## src/rtl/lr_pkg.sv

```systemverilog
package lr_pkg;

  typedef enum logic [1:0] {
    ST_IDLE  = 2'd0,
    ST_CHECK = 2'd1,
    ST_WAIT  = 2'd2
  } lr_state_e;

  typedef enum logic [1:0] {
    EK_CLEAN = 2'd0,
    EK_FIXED = 2'd1,
    EK_FATAL = 2'd2
  } lr_ecc_e;

  // smallest number of Hamming check bits covering dw data bits
  function automatic int lr_par_bits(input int dw);
    int p;
    p = 1;
    while ((1 << p) < dw + p + 1) p++;
    return p;
  endfunction

endpackage

```

## src/rtl/lr_secded_check.sv

```systemverilog
module lr_secded_check
  import lr_pkg::*;
#(
  parameter int DATA_W = 16,
  localparam int PW = lr_par_bits(DATA_W),
  localparam int CW = DATA_W + PW + 1
) (
  input  logic [CW-1:0]     code,
  output lr_ecc_e           kind,
  output logic [DATA_W-1:0] data,
  output logic [CW-1:0]     fix_code
);

  logic [PW-1:0] syn;
  logic          par;

  // syndrome is the XOR of the positions of all set bits
  always_comb begin
    syn = '0;
    par = 1'b0;
    for (int j = 0; j < CW; j++) begin
      par = par ^ code[j];
      if (j > 0 && code[j]) syn = syn ^ PW'(j);
    end
  end

  always_comb begin
    fix_code = code;
    if (!par) begin
      kind = (syn == '0) ? EK_CLEAN : EK_FATAL;
    end else if (int'(syn) < CW) begin
      kind = EK_FIXED;
      fix_code[syn] = ~code[syn];
    end else begin
      kind = EK_FATAL;
    end
  end

  always_comb begin
    int k;
    k = 0;
    data = '0;
    for (int j = 1; j < CW; j++) begin
      if ((j & (j - 1)) != 0) begin
        data[k] = fix_code[j];
        k++;
      end
    end
  end

endmodule

```

## src/rtl/lr_line_health.sv

```systemverilog
module lr_line_health #(
  parameter int SETS  = 4,
  parameter int WAYS  = 2,
  parameter int CNT_W = 4,
  localparam int LINES = SETS * WAYS,
  localparam int SET_W = (SETS > 1) ? $clog2(SETS) : 1,
  localparam int WAY_W = (WAYS > 1) ? $clog2(WAYS) : 1,
  localparam int IDX_W = (LINES > 1) ? $clog2(LINES) : 1
) (
  input  logic             clk,
  input  logic             rst,
  input  logic [CNT_W-1:0] thresh,
  input  logic [LINES-1:0] ret_init,
  input  logic             ev_fix,
  input  logic             ev_fatal,
  input  logic [IDX_W-1:0] ev_idx,
  output logic             over,
  output logic [LINES-1:0] ret_map,
  input  logic [SET_W-1:0] alloc_set,
  output logic [WAY_W-1:0] alloc_way,
  output logic             alloc_none
);

  function automatic logic [CNT_W-1:0] sat_inc(input logic [CNT_W-1:0] c);
    return (c == '1) ? c : c + 1'b1;
  endfunction

  logic [LINES-1:0][CNT_W-1:0] cnt_v;
  logic                        ev_retire;

  assign over      = sat_inc(cnt_v[ev_idx]) >= thresh;
  assign ev_retire = ev_fatal | (ev_fix & over);

  for (genvar i = 0; i < LINES; i++) begin : g_line
    logic [CNT_W-1:0] c;
    logic             r;
    logic             hit;
    assign hit = (ev_idx == IDX_W'(i));
    always_ff @(posedge clk) begin
      if (rst) begin
        c <= '0;
        r <= ret_init[i];
      end else if (hit && ev_retire) begin
        c <= '0;
        r <= 1'b1;
      end else if (hit && ev_fix) begin
        c <= sat_inc(c);
      end
    end
    assign cnt_v[i]   = c;
    assign ret_map[i] = r;
  end

  // victim choice: lowest way whose line is still in service
  always_comb begin
    alloc_way  = '0;
    alloc_none = 1'b1;
    for (int w = WAYS - 1; w >= 0; w--) begin
      if (!ret_map[IDX_W'(int'(alloc_set) * WAYS + w)]) begin
        alloc_way  = WAY_W'(w);
        alloc_none = 1'b0;
      end
    end
  end

  assert_alloc_skip_R10: assert property (@(posedge clk) disable iff (rst)
    !alloc_none |-> !ret_map[IDX_W'(int'(alloc_set) * WAYS + int'(alloc_way))]);

  assert_ret_sticky_R11: assert property (@(posedge clk) disable iff (rst)
    (ret_map & $past(ret_map)) == $past(ret_map));

endmodule

```

## src/rtl/line_retire_ctl.sv

```systemverilog
module line_retire_ctl
  import lr_pkg::*;
#(
  parameter int SETS   = 4,
  parameter int WAYS   = 2,
  parameter int DATA_W = 16,
  parameter int CNT_W  = 4,
  localparam int LINES = SETS * WAYS,
  localparam int SET_W = (SETS > 1) ? $clog2(SETS) : 1,
  localparam int WAY_W = (WAYS > 1) ? $clog2(WAYS) : 1,
  localparam int CW    = DATA_W + lr_par_bits(DATA_W) + 1
) (
  input  logic              clk,
  input  logic              rst,
  input  logic [CNT_W-1:0]  thresh,
  input  logic [LINES-1:0]  ret_init,
  output logic [LINES-1:0]  ret_map,
  input  logic              wr_en,
  input  logic [SET_W-1:0]  wr_set,
  input  logic [WAY_W-1:0]  wr_way,
  input  logic [CW-1:0]     wr_code,
  input  logic              wr_dirty,
  input  logic              rd_req,
  input  logic [SET_W-1:0]  rd_set,
  input  logic [WAY_W-1:0]  rd_way,
  output logic              rd_ready,
  output logic              rsp_valid,
  output logic [DATA_W-1:0] rsp_data,
  output logic              rsp_fixed,
  output logic              rsp_poison,
  output logic              mem_req,
  output logic              mem_bypass,
  output logic [SET_W-1:0]  mem_set,
  output logic [WAY_W-1:0]  mem_way,
  input  logic              mem_rsp_valid,
  input  logic [DATA_W-1:0] mem_rsp_data,
  output logic              slv_valid,
  output logic              slv_poison,
  output logic [SET_W-1:0]  slv_set,
  output logic [WAY_W-1:0]  slv_way,
  output logic [DATA_W-1:0] slv_data,
  input  logic [SET_W-1:0]  alloc_set,
  output logic [WAY_W-1:0]  alloc_way,
  output logic              alloc_none
);

  localparam int IDX_W = (LINES > 1) ? $clog2(LINES) : 1;

  function automatic logic [IDX_W-1:0] line_of(input logic [SET_W-1:0] s,
                                               input logic [WAY_W-1:0] w);
    return IDX_W'(int'(s) * WAYS + int'(w));
  endfunction

  // storage
  logic [CW-1:0]    arr [LINES];
  logic [LINES-1:0] dirty;

  // read pipeline state
  lr_state_e        st;
  logic [CW-1:0]    q_code;
  logic [SET_W-1:0] q_set;
  logic [WAY_W-1:0] q_way;
  logic             q_dirty;
  logic             q_ret;
  logic [IDX_W-1:0] q_idx;

  // pending correction write-back
  logic             wb_pend;
  logic [IDX_W-1:0] wb_idx;
  logic [SET_W-1:0] wb_set;
  logic [CW-1:0]    wb_code;

  // named internal events
  lr_ecc_e           kind;
  logic [DATA_W-1:0] dec_data;
  logic [CW-1:0]     fix_code;
  logic              rd_fire;
  logic              ev_fix;
  logic              ev_fatal;
  logic              over;

  assign q_idx    = line_of(q_set, q_way);
  assign rd_ready = (st == ST_IDLE) && !(wb_pend && rd_set == wb_set);
  assign rd_fire  = rd_req && rd_ready;
  assign ev_fix   = (st == ST_CHECK) && !q_ret && (kind == EK_FIXED);
  assign ev_fatal = (st == ST_CHECK) && !q_ret && (kind == EK_FATAL);

  lr_secded_check #(.DATA_W(DATA_W)) u_chk (
    .code     (q_code),
    .kind     (kind),
    .data     (dec_data),
    .fix_code (fix_code)
  );

  lr_line_health #(.SETS(SETS), .WAYS(WAYS), .CNT_W(CNT_W)) u_health (
    .clk        (clk),
    .rst        (rst),
    .thresh     (thresh),
    .ret_init   (ret_init),
    .ev_fix     (ev_fix),
    .ev_fatal   (ev_fatal),
    .ev_idx     (q_idx),
    .over       (over),
    .ret_map    (ret_map),
    .alloc_set  (alloc_set),
    .alloc_way  (alloc_way),
    .alloc_none (alloc_none)
  );

  // array: an external store to the same slot wins over the write-back
  always_ff @(posedge clk) begin
    if (rst) begin
      for (int i = 0; i < LINES; i++) arr[i] <= '0;
      dirty <= '0;
    end else begin
      if (wb_pend) arr[wb_idx] <= wb_code;
      if (wr_en) begin
        arr[line_of(wr_set, wr_way)]   <= wr_code;
        dirty[line_of(wr_set, wr_way)] <= wr_dirty;
      end
    end
  end

  always_ff @(posedge clk) begin
    if (rst) begin
      st         <= ST_IDLE;
      q_code     <= '0;
      q_set      <= '0;
      q_way      <= '0;
      q_dirty    <= 1'b0;
      q_ret      <= 1'b0;
      rsp_valid  <= 1'b0;
      rsp_data   <= '0;
      rsp_fixed  <= 1'b0;
      rsp_poison <= 1'b0;
      mem_req    <= 1'b0;
      mem_bypass <= 1'b0;
      mem_set    <= '0;
      mem_way    <= '0;
      slv_valid  <= 1'b0;
      slv_poison <= 1'b0;
      slv_set    <= '0;
      slv_way    <= '0;
      slv_data   <= '0;
      wb_pend    <= 1'b0;
      wb_idx     <= '0;
      wb_set     <= '0;
      wb_code    <= '0;
    end else begin
      rsp_valid  <= 1'b0;
      rsp_fixed  <= 1'b0;
      rsp_poison <= 1'b0;
      mem_req    <= 1'b0;
      slv_valid  <= 1'b0;
      wb_pend    <= 1'b0;
      case (st)
        ST_IDLE: begin
          if (rd_fire) begin
            q_code  <= arr[line_of(rd_set, rd_way)];
            q_dirty <= dirty[line_of(rd_set, rd_way)];
            q_ret   <= ret_map[line_of(rd_set, rd_way)];
            q_set   <= rd_set;
            q_way   <= rd_way;
            st      <= ST_CHECK;
          end
        end
        ST_CHECK: begin
          st <= ST_IDLE;
          if (q_ret) begin
            mem_req    <= 1'b1;
            mem_bypass <= 1'b1;
            mem_set    <= q_set;
            mem_way    <= q_way;
            st         <= ST_WAIT;
          end else if (kind == EK_CLEAN) begin
            rsp_valid <= 1'b1;
            rsp_data  <= dec_data;
          end else if (kind == EK_FIXED) begin
            rsp_valid <= 1'b1;
            rsp_data  <= dec_data;
            rsp_fixed <= 1'b1;
            if (over) begin
              if (q_dirty) begin
                slv_valid  <= 1'b1;
                slv_poison <= 1'b0;
                slv_set    <= q_set;
                slv_way    <= q_way;
                slv_data   <= dec_data;
              end
            end else begin
              wb_pend <= 1'b1;
              wb_idx  <= q_idx;
              wb_set  <= q_set;
              wb_code <= fix_code;
            end
          end else if (q_dirty) begin
            rsp_valid  <= 1'b1;
            rsp_data   <= dec_data;
            rsp_poison <= 1'b1;
            slv_valid  <= 1'b1;
            slv_poison <= 1'b1;
            slv_set    <= q_set;
            slv_way    <= q_way;
            slv_data   <= dec_data;
          end else begin
            mem_req    <= 1'b1;
            mem_bypass <= 1'b0;
            mem_set    <= q_set;
            mem_way    <= q_way;
            st         <= ST_WAIT;
          end
        end
        ST_WAIT: begin
          if (mem_rsp_valid) begin
            rsp_valid <= 1'b1;
            rsp_data  <= mem_rsp_data;
            st        <= ST_IDLE;
          end
        end
        default: st <= ST_IDLE;
      endcase
    end
  end

  assert_rsp_pulse_R1: assert property (@(posedge clk) disable iff (rst)
    rsp_valid |=> !rsp_valid);

  assert_fix_onebit_R2: assert property (@(posedge clk) disable iff (rst)
    ev_fix |-> $countones(q_code ^ fix_code) == 1);

  assert_wb_after_fix_R3: assert property (@(posedge clk) disable iff (rst)
    wb_pend |-> $past(st == ST_CHECK && kind == EK_FIXED));

  assert_mem_wait_R6: assert property (@(posedge clk) disable iff (rst)
    mem_req |-> (st == ST_WAIT && !rsp_valid));

  assert_slv_retired_R7: assert property (@(posedge clk) disable iff (rst)
    slv_valid |-> ret_map[line_of(slv_set, slv_way)]);

endmodule

```

## config.mk

```make
export PLATFORM = sky130hd
export DESIGN_NAME = line_retire_ctl
export DESIGN_NICKNAME = d
export VERILOG_FILES = /design/src/rtl/lr_pkg.sv /design/src/rtl/lr_secded_check.sv /design/src/rtl/lr_line_health.sv /design/src/rtl/line_retire_ctl.sv
export SDC_FILE = /design/constraint.sdc
export NUM_CORES = 1
export LEC_CHECK = 0
export ABC_AREA = 1
export BUFFER_PORTS_ARGS = -buffer_cell sky130_fd_sc_hd__buf_2
export CORE_ASPECT_RATIO = 1.5
export CORE_MARGIN = 4
export CORE_UTILIZATION = 30
export CTS_BUF_LIST = sky130_fd_sc_hd__clkbuf_4
export DETAILED_ROUTE_END_ITERATION = 12
export GPL_ROUTABILITY_DRIVEN = 0
export SETUP_SLACK_MARGIN = 0.05
export SYNTH_ARGS = -nofsm -noshare
export SYNTH_HDL_FRONTEND = slang
export SYNTH_SLANG_ARGS = --single-unit
```

## constraint.sdc

```tcl
create_clock -name clk -period 8.3 [get_ports clk]
set_input_delay 0.83 -clock clk [delete_from_list [all_inputs] [get_ports clk]]
set_output_delay 0.83 -clock clk [all_outputs]
set_load 0.01 [all_outputs]
```

==> Word-level counts from Yosys, hierarchy flattened <==
Memories as Yosys holds them, arrays and structs flattened. A register that Yosys moved wholly into a read port is not among the register bits.
Index checks and enable logic that the tools add are counted.
W data, S select, Z words.
{ "word_totals": {"register_bits": 128, "elab_cells": 352, "inputBits": 64, "memories": 1, "mem_bits_rw": 176} }
{ "mem_list": {"columns": ["name", "depth", "width", "rd", "rd_clocked_by_memory_dff", "write_ports", "line", "source"], "rows": [
  ["arr", 8, 22, 1, 1, 8, "line_retire_ctl.sv:55", "logic [CW-1:0] arr [LINES];"]
]} }
{ "classes": {"n_addsub": 13, "n_lt_le_gt_ge": 10, "eq_ne": 30, "n_mux": 133, "n_reduce_logical": 69, "bitwise": 57} }
{ "op_table": {"columns": ["cell", "count"], "rows": [
  ["$mux W16", 8],
  ["$mux W22", 4],
  ["$mux W1", 68],
  ["$reduce_or A22 Y1", 2],
  ["$mux W4", 10],
  ["$add A4 B1 Y4 const B", 9],
  ["$eq A4 B4 Y1 const B", 9],
  ["$mux W2", 18],
  ["$pmux W16 S2", 1],
  ["$mux W5", 6],
  ["$logic_and A1 B1 Y1", 24],
  ["$bwmux W22", 1],
  ["$xor A1 B1 Y1", 21],
  ["$reduce_and A2 Y1", 10],
  ["$reduce_bool A2 Y1", 10],
  ["$mux W3", 6],
  ["$not A2 Y2", 9],
  ["$not A3 Y3", 6],
  ["$reduce_or A2 Y1", 9],
  ["$not A1 Y1", 14],
  ["$bmux W4 S3", 1],
  ["$eq A3 B3 Y1 const B", 4],
  ["$lt A3 B4 Y1 const B", 3],
  ["$ne A2 B2 Y1 const B", 6],
  ["other kinds (36)", 53]
]} }

==> Longest topological paths before layout <==
{ "logic_depth": {"word_depth": 49, "depth_mapped": 28} }

==> Modules after synthesis <==
Synthesis repeated with hierarchy kept, for this count alone.
{ "hier_totals": {"hier_cells": 2197, "area_unflattened_um2": 17164.0} }
{ "modules_own_cells": {"columns": ["mod", "cells_each", "n_inst", "area_each_um2", "seq_area_each_um2"], "rows": [
  ["line_retire_ctl", 1396, 1, 12673.4, 7447.1],
  ["lr_line_health", 402, 1, 2658.8, 880.8],
  ["lr_secded_check", 399, 1, 1831.8, 0.0]
]} }

==> Worst setup path before layout <==
No wires, ideal clock.
{ "synth_timing": {"kind": "reg2reg", "startpoint": "reg q_set[0]", "endpoint": "reg u_health.g_line[1].r, enable pin", "n_path_buf": 1, "arrival_ps": 3534, "path_stages_with_launch": 25, "setup_ps": 271, "required_time_ps": 8029, "slack_ps": 4495, "period_less_slack_ps": 3805, "path_cell_list": "dfxtp_1 > clkbuf_1 > inv_1 > nor2_1 > inv_1 > o22ai_1 > a211oi_1 > o21ai_0 > inv_1 > ha_1 > inv_1 > nor2_1 > nand2_1 > mux2_2 > ha_1 > inv_1 > nor2_1 > o21ai_0 > nand2_1 > a31oi_1 > inv_1 > nor2_1 > inv_1 > nand2_2 > o21ai_2"} }
{ "synth_between": {"elab_chain_cells": 10} }
{ "synth_lines": {"columns": ["item", "line", "source"], "rows": [
  ["start, declared", "line_retire_ctl.sv:61", "logic [SET_W-1:0] q_set;"],
  ["start signal, assigned", "line_retire_ctl.sv:162", "q_set <= rd_set;"],
  ["$add A3 B1 Y3 *", "line_retire_ctl.sv:51", "return IDX_W'(int'(s) * WAYS + int'(w));"],
  ["$bmux W4 S3", "lr_line_health.sv:31", "assign over = sat_inc(cnt_v[ev_idx]) >= thresh;"],
  ["$mux W4 (not written as such)", "lr_line_health.sv:31", null],
  ["$add A4 B1 Y4 / $eq A4 B4 Y1 (equally long branches)", "lr_line_health.sv:25", "return (c == '1) ? c : c + 1'b1;"],
  ["$mux W4", "lr_line_health.sv:25", null],
  ["$ge A4 B4 Y1", "lr_line_health.sv:31", null],
  ["$and A1 B1 Y1", "lr_line_health.sv:32", "assign ev_retire = ev_fatal | (ev_fix & over);"],
  ["$or A1 B1 Y1", "lr_line_health.sv:32", null],
  ["$logic_and A1 B1 Y1 *", "lr_line_health.sv:43", "end else if (hit && ev_retire) begin"],
  ["$reduce_bool A2 Y1 (no line) *", null, null],
  ["end signal, assigned", "lr_line_health.sv:42", "r <= ret_init[i];"],
  ["end, declared", "lr_line_health.sv:36", "logic r;"]
]} }
Every way passes the cells marked *; elsewhere a longest branch is shown, timed or not. The select of a mux whose other input is x is not followed.
A chain may end at the register's enable or synchronous reset.

==> Worst setup path in the final report <==
{ "layout_timing": {"startpoint": "reg q_set[0]", "endpoint": "reg wb_code[16]"} }
{ "layout_between": {"elab_chain_cells": 8} }
{ "layout_lines": {"columns": ["item", "line", "source"], "rows": [
  ["$add A3 B1 Y3 *", "line_retire_ctl.sv:51", null],
  ["$bmux W4 S3 *", "lr_line_health.sv:31", null],
  ["$mux W4 (not written as such) *", "lr_line_health.sv:31", null],
  ["$add A4 B1 Y4 / $eq A4 B4 Y1 (equally long branches)", "lr_line_health.sv:25", null],
  ["$mux W4 *", "lr_line_health.sv:25", null],
  ["$ge A4 B4 Y1 *", "lr_line_health.sv:31", null],
  ["$not A1 Y1 (no line) *", null, null],
  ["$reduce_and A5 Y1 (no line) *", null, null],
  ["end signal, assigned", "line_retire_ctl.sv:194", "wb_code <= fix_code;"],
  ["end, declared", "line_retire_ctl.sv:71", "logic [CW-1:0] wb_code;"]
]} }
Marked as above.

==> flow_metrics.env <==
export IMPL_status="finished, final reports clean"
export IMPL_setup_ws_ns=3.71
export IMPL_share_seq_of_total_power_pct=34.8
export IMPL_end_kind="flip-flop"
export IMPL_post_route_drc_count=0
export IMPL_cts_buffers=75
export IMPL_cellLeakagePower_nw=7.61
export IMPL_grt_pass1_vias=15500
export IMPL_hp_start="ret_init[5]"
export IMPL_max_freq_mhz=218
export IMPL_via_per_inst=5.29
export IMPL_synth_area_um2=17000
export IMPL_post_cts_buffers=0
export IMPL_post_route_period_util_pct=55.3
export IMPL_synth_cells=2097
export IMPL_cts_root_buf="clkbuf_4"
export IMPL_finalPower_mw=5.96
export IMPL_hold_buffers=0
export IMPL_rsz0062_at_grt="false"
export IMPL_setup_viol=0
export IMPL_avgSynthCellArea_um2=8.08
export IMPL_timing_rr_start="q_set[0]$_SDFFE_PP0P_"
export IMPL_intPower_mw=3.24
export IMPL_period_needed_ns=4.59
export IMPL_drt_first_iter_violations=1311
export IMPL_fin_cells=3009
export IMPL_arrival_ns=5.25
export IMPL_hpwlAfterDp_um=38500
export IMPL_net_switching_power_mw=2.72
export IMPL_critical_path_cell_chain="inv_1 > nor2_1 > inv_1 > o22ai_1 > a211oi_1 > o21ai_0 > inv_1 > ha_1 > inv_1 > nor2_1 > nand2_1 > mux2_2 > ha_1 > inv_1 > nor2_1 > o21ai_0 > nand2_1 > a31oi_1 > nand2_4 > inv_2 > nand3_1 > a21oi_1"
export IMPL_grt_antenna_before_repair=5
export IMPL_maxCapViolations=0
export IMPL_finalInstanceArea_um2=19100
export IMPL_synthTopCellsByArea="edfxtp_1, dfxtp_1, nand2_1, o22ai_1, o21ai_0"
export IMPL_die_width_um=202
export IMPL_cts_sinks=324
export IMPL_yosysUniqueCellTypes=52
export IMPL_grt_remaining_overflow=0
export IMPL_start_util_pct=30.4
export IMPL_hold_ws_ns=0.355
export IMPL_clk_pin_slew_ns=0.08
export IMPL_cts_htree_levels=3
export IMPL_grt_usage_pct=18.8
export IMPL_hold_viol_final=0
export IMPL_syn_num_nets=2177
export IMPL_mostFrequentLayoutCells="nand2_1, o22ai_1, nor2_1, edfxtp_1, inv_1"
export IMPL_dpl_worst_slack_ns=3.92
export IMPL_setup_tns_final_ns=0
export IMPL_synthFlopType="edfxtp_1"
export IMPL_placed_cell_area_um2=18100
export IMPL_ant_nets=0
export IMPL_core_um2=55800
export IMPL_ys_ff_latch=324
export IMPL_clkPwrFrac_pct=22.1
export IMPL_cts_resized=0
export IMPL_die_area_um2=60500
export IMPL_routedWlPerCell_um=19.8
export IMPL_clk_path_buf_depth=3
export IMPL_clkLatencyLatePin_ns=0.75
export IMPL_num_io_pins=120
export IMPL_hp_class="in -> reg"
export IMPL_swShare_pct=45.7
export IMPL_synth_largest_area_cell="edfxtp_1"
export IMPL_multi_input_area_um2=7260
export IMPL_grt_start_max_net_pins=99
export IMPL_yosys_warnings=0
export IMPL_area_growth_pct=12.4
export IMPL_crit_path_start="q_set[0]$_SDFFE_PP0P_"
export IMPL_worstPathRequired_ns=8.96
export IMPL_die_height_um=299
export IMPL_skew_ns=0.0654
export IMPL_drive_gt1_share_pct=14.8
export IMPL_layout_commonest_cell="nand2_1"
export IMPL_yosysSeqAreaShare_pct=49.1
export IMPL_grt_pass1_wl_um=89200
export IMPL_dp_cells=2870
export IMPL_tightest_slew_ns=1.18
export IMPL_crit_path_start_kind="flip-flop"
export IMPL_ir_drop_v=0.000202
export IMPL_pwr_density_cell_nw_per_um2=313
export IMPL_cts_tree="done"
export IMPL_cp_max_fo=38
export IMPL_comb_power_share_pct=43.1
export IMPL_std_cell_rows=106
export IMPL_seqCellArea_um2=8330
export IMPL_n_fill_cell=5841
export IMPL_cp_slowest_cell="inv_2"
export IMPL_nNetsFinal=2271
export IMPL_wirelength_um=59600
export IMPL_drtPass1Iterations=6
export IMPL_worstSetupPathType="reg -> reg"
export IMPL_max_stage_delay_ns=0.47
export IMPL_io_buffers=119
export IMPL_utilization_pct=34.1
export IMPL_vias=15900
export IMPL_async_reset_ff_share_pct=0
export IMPL_final_max_slew_violation_count=0
export IMPL_relSlewSlack_pct=21.3
export IMPL_yosysTopAreaCellShare_pct=32.6
export IMPL_synth_edf_count=184
export IMPL_path_common_cell="inv_1"
## state kept, by name (all words and copies together) (netlist names), 2 cells and up
| name | cells |
|---|---|
| slv_data | 16 |
| st | 2 |
| u_health.g_line.r | 8 |
| q_set | 2 |
| q_code | 22 |
| rsp_data | 16 |
| arr | 176 |
| wb_code | 22 |
| slv_set | 2 |
| mem_set | 2 |
| wb_idx | 2 |
| dirty | 8 |
| u_health.g_line.c | 32 |
## cells in the mapped netlist, drive strengths merged, types with 28 or more instances
| cell | number |
|---|---|
| nor2 | 211 |
| inv | 198 |
| nand4 | 32 |
| a31oi | 28 |
| o22ai | 205 |
| o21ai | 179 |
| nand2 | 459 |
| clkbuf | 82 |
| edfxtp | 184 |
| dfxtp | 140 |
| buf | 44 |
| nand3 | 102 |
| a21oi | 129 |
## final timing paths
kind	end	slack (ns)	depth (start not counted)
max	wb_code[16]$_SDFFE_PP0P_	3.71	22
min	u_health.g_line[5].r$_SDFFCE_PN1P_	0.36	2
max reg2reg	wb_code[16]$_SDFFE_PP0P_	3.71	22
min reg2reg	mem_set[0]$_SDFFE_PP0P_	0.45	2
## layout make-up
type | instances | area share, %
diodes | 3 | 0.0394
clock buffers | 113 | 4.45
clock inverters | 23 | 0.670
inverters | 201 | 4.01
multi-input cells | 1446 | 38.1
flip-flops and latches | 324 | 43.7
well taps | 756 | 4.96
repair buffers | 143 | 4.07
## kinds of logic (layout without fill, tap and decap cells)
logic type / count (synthesis) / in the layout / synth area share [%]
other: 0 / 3 / 0
XOR/XNOR: 30 / 30 / 1.64
AO/OA/AOI/OAI: 559 / 559 / 18.6
flip-flops: 324 / 324 / 49.1
AND/OR/NAND/NOR: 839 / 839 / 21.2
buffers and inverters: 327 / 480 / 8.10
adder cells (fa/ha/maj): 16 / 16 / 1.18
multiplexers: 2 / 2 / 0.125
## power groups by stage
stage | logic, mW | registers, mW | clock network [mW]
after floorplan | 1.96 | 2.00 | 0
after global placement | 2.49 | 2.11 | 0
after detailed placement | 2.53 | 2.11 | 0
after CTS | 2.54 | 2.07 | 1.34
after global routing | 2.87 | 2.09 | 1.41
final | 2.57 | 2.08 | 1.32
## routing by layer
layer | up-vias | part of all wire, % | routed length [um] | GRT usage (%)
li1 | 7491 | - | - | -
met1 | 7425 | 36 | 21700 | 20.6
met2 | 761 | 50 | 29600 | 33.4
met3 | 232 | 7.2 | 4280 | 3.34
met4 | 6 | 6.8 | 4020 | 12.0
met5 | - | 0.069 | 41 | 0
## worst max-delay path: cells and delay by family, from the launching register on
kind,cells,cell delay (ns)
fa+ha+maj,2,0.51
compound gates,6,1.18
simple gates,7,1.03
buf+inv,6,0.97
flops,1,0.44
mux,1,0.36
Note: power is estimated with default switching activity, not from simulation.
